### config.mk
export PLATFORM = sky130hd
export DESIGN_NAME = idle_gap_framer
export DESIGN_NICKNAME = d
export VERILOG_FILES = /design/src/rtl/igf_pkg.sv /design/src/rtl/rx_edge_sync.sv /design/src/rtl/idle_gap_timer.sv /design/src/rtl/frame_ctrl.sv /design/src/rtl/idle_gap_framer.sv
export SDC_FILE = /design/constraint.sdc
export NUM_CORES = 1
export LEC_CHECK = 0
export CORE_MARGIN = 1
export CORE_UTILIZATION = 35
export CTS_CLUSTER_SIZE = 8
export DETAILED_ROUTE_END_ITERATION = 8
export PLACE_DENSITY = 0.62
export SETUP_SLACK_MARGIN = 0.1
export SLEW_MARGIN = 20
export SYNTH_ARGS = -nofsm -noshare
export SYNTH_HDL_FRONTEND = slang
export SYNTH_SLANG_ARGS = --single-unit
### constraint.sdc
create_clock -name clk -period 2.2 [get_ports clk]
set_input_delay 0.44 -clock clk [delete_from_list [all_inputs] [get_ports clk]]
set_output_delay 0.44 -clock clk [all_outputs]
set_load 0.01 [all_outputs]
### src/rtl/igf_pkg.sv
// Shared types for the idle-gap frame delimiter.
package igf_pkg;
    typedef enum logic {
        ST_IDLE   = 1'b0,
        ST_ACTIVE = 1'b1
    } igf_state_e;
endpackage

### src/rtl/rx_edge_sync.sv
// Synchronises the asynchronous receive line with two flops and then
// flags any change of the synchronised level, rising or falling.
// Assumes: the line idles high, so the flops reset to 1.
module rx_edge_sync (
    input  logic clk,
    input  logic rst_n,
    input  logic line_in,
    output logic line_edge
);
    logic meta_q;
    logic sync_q;
    logic prev_q;

    // Two-stage synchroniser followed by a one-cycle history flop.
    always_ff @(posedge clk) begin
        if (!rst_n) begin
            meta_q <= 1'b1;
            sync_q <= 1'b1;
            prev_q <= 1'b1;
        end else begin
            meta_q <= line_in;
            sync_q <= meta_q;
            prev_q <= sync_q;
        end
    end

    // A change in either direction counts as an edge.
    assign line_edge = sync_q ^ prev_q;
endmodule

### src/rtl/idle_gap_timer.sv
// Counts clock cycles of line silence in an open frame and raises hit
// when the count reaches the gap captured when the frame opened.
// Assumes: load and run are never both high; a zero gap is taken as 1.
module idle_gap_timer #(
    parameter int GAP_W = 16
) (
    input  logic             clk,
    input  logic             rst_n,
    input  logic             load,
    input  logic             run,
    input  logic             restart,
    input  logic [GAP_W-1:0] gap_in,
    output logic             hit
);
    localparam logic [GAP_W-1:0] CNT_MAX = {GAP_W{1'b1}};
    localparam logic [GAP_W-1:0] GAP_MIN = GAP_W'(1);

    logic [GAP_W-1:0] cnt_q;
    logic [GAP_W-1:0] gap_q;

    // Capture the gap on load; count up, saturating, or restart on an edge.
    always_ff @(posedge clk) begin
        if (!rst_n) begin
            cnt_q <= '0;
            gap_q <= GAP_MIN;
        end else if (load) begin
            cnt_q <= '0;
            gap_q <= (gap_in == '0) ? GAP_MIN : gap_in;
        end else if (run) begin
            if (restart)
                cnt_q <= '0;
            else if (cnt_q != CNT_MAX)
                cnt_q <= cnt_q + GAP_W'(1);
        end
    end

    // Timeout: silent for the full gap, with no edge in this cycle.
    assign hit = run && !restart && (cnt_q >= gap_q);
endmodule

### src/rtl/frame_ctrl.sv
// Frame state machine: opens a frame on the first byte, steers bytes
// to consecutive buffer addresses, drops bytes once the buffer is full,
// and publishes the length and overflow state on timeout.
// Assumes: byte_valid is a one-cycle strobe per byte.
module frame_ctrl
    import igf_pkg::*;
#(
    parameter int DATA_W = 8,
    parameter int ADDR_W = 6
) (
    input  logic              clk,
    input  logic              rst_n,
    input  logic              byte_valid,
    input  logic [DATA_W-1:0] byte_data,
    input  logic              gap_hit,
    output logic              open_frame,
    output logic              armed,
    output logic              wr_en,
    output logic [ADDR_W-1:0] wr_addr,
    output logic [DATA_W-1:0] wr_data,
    output logic [ADDR_W:0]   frame_len,
    output logic              frame_done,
    output logic              frame_ovf
);
    localparam logic [ADDR_W:0] DEPTH = (ADDR_W+1)'(1) << ADDR_W;

    igf_state_e      state_q;
    logic [ADDR_W:0] count_q;
    logic            ovf_q;
    logic            room;
    logic            take;

    assign armed      = (state_q == ST_ACTIVE);
    assign open_frame = !armed && byte_valid;
    assign room       = (count_q < DEPTH);
    assign take       = armed && byte_valid && !gap_hit;

    // Buffer write path, driven in the same cycle as the byte strobe.
    always_comb begin
        wr_en   = open_frame || (take && room);
        wr_addr = armed ? count_q[ADDR_W-1:0] : '0;
        wr_data = byte_data;
    end

    // Frame state, byte count and overflow bookkeeping.
    always_ff @(posedge clk) begin
        if (!rst_n) begin
            state_q <= ST_IDLE;
            count_q <= '0;
            ovf_q   <= 1'b0;
        end else if (open_frame) begin
            state_q <= ST_ACTIVE;
            count_q <= (ADDR_W+1)'(1);
            ovf_q   <= 1'b0;
        end else if (gap_hit) begin
            state_q <= ST_IDLE;
            count_q <= '0;
        end else if (take) begin
            if (room)
                count_q <= count_q + (ADDR_W+1)'(1);
            else
                ovf_q <= 1'b1;
        end
    end

    // Result registers: pulse done, hold length and overflow until the next close.
    always_ff @(posedge clk) begin
        if (!rst_n) begin
            frame_done <= 1'b0;
            frame_len  <= '0;
            frame_ovf  <= 1'b0;
        end else begin
            frame_done <= gap_hit;
            if (gap_hit) begin
                frame_len <= count_q;
                frame_ovf <= ovf_q;
            end
        end
    end
endmodule

### src/rtl/idle_gap_framer.sv
// Top level of the idle-gap frame delimiter: edge detection on the raw
// line, the idle gap timer and the frame controller.
// Assumes: byte_valid comes from a receiver clocked by clk.
module idle_gap_framer #(
    parameter int DATA_W = 8,
    parameter int ADDR_W = 6,
    parameter int GAP_W  = 16
) (
    input  logic              clk,
    input  logic              rst_n,
    input  logic              rx_line,
    input  logic              byte_valid,
    input  logic [DATA_W-1:0] byte_data,
    input  logic [GAP_W-1:0]  gap_len,
    output logic              wr_en,
    output logic [ADDR_W-1:0] wr_addr,
    output logic [DATA_W-1:0] wr_data,
    output logic [ADDR_W:0]   frame_len,
    output logic              frame_done,
    output logic              frame_ovf
);
    logic line_edge;
    logic gap_hit;
    logic open_frame;
    logic armed;

    rx_edge_sync u_sync (
        .clk       (clk),
        .rst_n     (rst_n),
        .line_in   (rx_line),
        .line_edge (line_edge)
    );

    idle_gap_timer #(.GAP_W(GAP_W)) u_timer (
        .clk     (clk),
        .rst_n   (rst_n),
        .load    (open_frame),
        .run     (armed),
        .restart (line_edge),
        .gap_in  (gap_len),
        .hit     (gap_hit)
    );

    frame_ctrl #(.DATA_W(DATA_W), .ADDR_W(ADDR_W)) u_ctrl (
        .clk        (clk),
        .rst_n      (rst_n),
        .byte_valid (byte_valid),
        .byte_data  (byte_data),
        .gap_hit    (gap_hit),
        .open_frame (open_frame),
        .armed      (armed),
        .wr_en      (wr_en),
        .wr_addr    (wr_addr),
        .wr_data    (wr_data),
        .frame_len  (frame_len),
        .frame_done (frame_done),
        .frame_ovf  (frame_ovf)
    );
endmodule

==> results.toml <==
[power]
power_frac_seq = 0.548
power.net_switching_mw = 0.452
powerDensity_nw_per_um2 = 518
leakagePower_nw = 1.32
p_int_mw = 1.38
clockPowerShare = 0.300
p_total_mw = 1.83
ir_worst_vdd_uv = 234
swShare = 0.246
p_comb_frac = 0.152

[sta]
rsz0062_at_grt = "true"
setup_violations = 1
finClkSkew_ps = 3.06
tns_ps = -325
fmax_mhz = 396
final_max_slew_viol_count = 0
finalCriticalPeriod_ps = 2520
fin_ws_ps = -325
final_hold_viol_count = 0
min_period_over_period = 1.15
tightest_slew_ps = 445
max_slew_margin = 0.700

[routing]
wire_per_inst_um = 12.8
dr.pass1.iters = 4
ant_nets = 0
drc = 0
routed_wl_um = 5960
vias = 2236
detail_route.vias_per_cell = 4.81
drt_iter0_markers = 96

[yosys]
synth-async-reset-ratio = 0
yosysWarnings = 0
synthFlopType = "dfxtp_1"
yosys-top-cells-count = "dfxtp_1, nand2_1, o21ai_0, inv_1, ha_1"
synth_fp_nets = 351
yosysMostFrequentCell = "dfxtp_1"
ys_seq_area_frac = 0.401
yosysTopAreaCellShare = 0.401
mappedNetlistArea_um2 = 2650
synth_edf_count = 0
ys_top_cells_by_area = "dfxtp_1, ha_1, nand2_1"
yosysTopAreaCell = "dfxtp_1"
synthCells = 305
synthDistinctLibCells = 45
avgSynthCellArea_um2 = 8.67
ys_ff_latch = 53

[cts]
cts_root_buf = "clkbuf_8"
clock-sinks = 53
tritoncts = "built"
clockBufferDepth = 2
clk_pin_slew_worst_paths_ps = 90
cts_buffers = 5
htreeDepth = 2
holdBufCountCts = 0
insertion_delay_ps = 300

[critical_path]
crit_chain = "inv_2, ha_1, nand4_1, nor3_4, buf_6, a2bb2oi_4, a31oi_4, o21ai_4, buf_2"
crit_required_ps = 1760
critPathMaxStageDelay_ps = 330
critPathSlowestCell = "dfxtp_2"
endpoint_kind = "output port"
crit_fanout = 2
path_class = "reg -> out"
startpoint_type = "flop"
arrival_ps = 2080

[final_layout]
final_net_count = 412
diodes = 0
syn2layout_area_growth_pct = 33.7
drive_gt1_frac = 0.213

[global_route]
grt_pass1_wl_um = 9050
met1_usage = 0.212
grt_overflow_total = 0
grt_use_met2 = 0.231
grt_pass1_vias = 1925
grt_use_met3 = 0.0249
grt_max_degree = 19
antenna_found_initial = 0
top_usage_layer = "met2"
grt_usage = 0.149

[floorplan]
coreArea_um2 = 7290
dieWidth_um = 88.9
dieArea_um2 = 7910
rows = 31
ioPinCount = 52
start_util = 0.363
die_h_um = 88.9

[flow_run]
max_cap_viol_count = 0

[run_status]
violations = "negative setup slack"
status = "complete, but fails checks"

[place]
dpl.hpwl_um = 4280
place.port_buffers = 35
gp_congestion = 0.760

[hold_path]
hold_path_class = "reg -> reg"
==> layout make-up <==
cell class              count  area (µm²)
flip-flops and latches     53        1070
well taps                  99         124
repair buffers             73         664
inverters                  19        71.3
multi-input cells         214        1520
clock buffers               7        86.3
fillers                   728        3760
==> per-stage QoR <==
step,hold WS (ps),setup WS [ps],area (µm²),util,cells
final,418,-325,3540,0.485,465
after detailed placement,397,-306,3270,0.448,453
after CTS,419,-232,3410,0.468,461
after global routing,425,-397,3540,0.485,465
after floorplan,386,43.8,2660,-,305
after global placement,392,-295,3270,0.448,453
==> kinds of logic (layout without fill, tap and decap cells) <==
group                    after synthesis  count (layout)  share of synthesized area
multiplexers                           9               9                     0.0341
XOR/XNOR                              17              17                     0.0591
flip-flops                            53              53                      0.401
AO/OA/AOI/OAI                         52              52                      0.126
AND/OR/NAND/NOR                      118             118                      0.223
buffers and inverters                 38              99                     0.0714
adder cells (fa/ha/maj)               18              18                     0.0851
==> cell usage in the layout, fill, tap and decap left out, drive strengths merged, types with 2 or more instances in the layout <==
| cell | netlist | final |
|---|---|---|
| a211oi | 4 | 4 |
| nor4 | 4 | 4 |
| or3 | 3 | 3 |
| xor2 | 8 | 8 |
| dfxtp | 53 | 53 |
| buf | 12 | 38 |
| and2 | 8 | 8 |
| or2 | 2 | 2 |
| and3 | 5 | 5 |
| nand3 | 5 | 5 |
| ha | 18 | 18 |
| mux2i | 9 | 9 |
| nand4 | 9 | 9 |
| o31ai | 2 | 2 |
| nand2b | 5 | 5 |
| o2111ai | 3 | 3 |
| nand2 | 46 | 46 |
| clkbuf | 7 | 8 |
| a31oi | 3 | 3 |
| nor3 | 10 | 10 |
| and4 | 2 | 2 |
| nor2 | 17 | 17 |
| a21oi | 10 | 10 |
| o21a | 3 | 3 |
| clkdlybuf4s50 | 0 | 34 |
| o21ai | 21 | 21 |
| inv | 19 | 19 |
| o211ai | 2 | 2 |
| xnor2 | 9 | 9 |
==> final timing paths <==
path	startpoint	to	slack [ps]	cells after the start
setup reg to reg	u_timer.gap_q[12]$_SDFFE_PN0P_	u_ctrl.frame_len[2]$_SDFFE_PN0P_	40	10
setup / recovery	u_timer.gap_q[12]$_SDFFE_PN0P_	wr_en	-320	9
hold reg to reg	u_sync.meta_q$_SDFF_PN1_	u_sync.sync_q$_SDFF_PN1_	420	1
hold / removal	u_sync.meta_q$_SDFF_PN1_	u_sync.sync_q$_SDFF_PN1_	420	1
==> routing by layer <==
| metal | part of all wire | vias to the layer above |
|---|---|---|
| met5 | 0 | - |
| met4 | 0.016 | 0 |
| met3 | 0.022 | 13 |
| met2 | 0.46 | 17 |
| met1 | 0.50 | 1043 |
| li1 | - | 1163 |
==> power by group through the flow <==
stage / logic, mW / registers [mW] / clock network [mW]
floorplan: 0.139 / 1.02 / 0
global placement: 0.224 / 1.02 / 0
detailed placement: 0.228 / 1.03 / 0
CTS: 0.246 / 1.00 / 0.565
global route: 0.305 / 1.01 / 0.613
finish: 0.278 / 1.01 / 0.550
==> worst max-delay path: cells and delay by family (launching register included) <==
| kind | cells | cell delay, ps |
|---|---|---|
| AOI/OAI and AO/OA | 3 | 370 |
| adders and majority gates | 1 | 280 |
| buffers and inverters | 3 | 310 |
| DFF | 1 | 330 |
| and+or+nand+nor | 2 | 500 |
==> registers in the layout (all words and copies together) (netlist names) <==
signal	count
u_timer.cnt_q	16
u_timer.gap_q	16
u_ctrl.count_q	7
u_ctrl.frame_len	7
u_ctrl.armed	1
u_ctrl.frame_done	1
u_ctrl.frame_ovf	1
u_ctrl.ovf_q	1
u_sync.meta_q	1
u_sync.prev_q	1
u_sync.sync_q	1
==> repair_timing <==
action                                  in CTS  in global routing
setup buffers                                1                  3
endpoints found under the setup margin      10                 19
pin swaps                                    5                  8
cloned                                       0                  1
resized for setup                           12                 17
(Power assumes the default switching activity.)
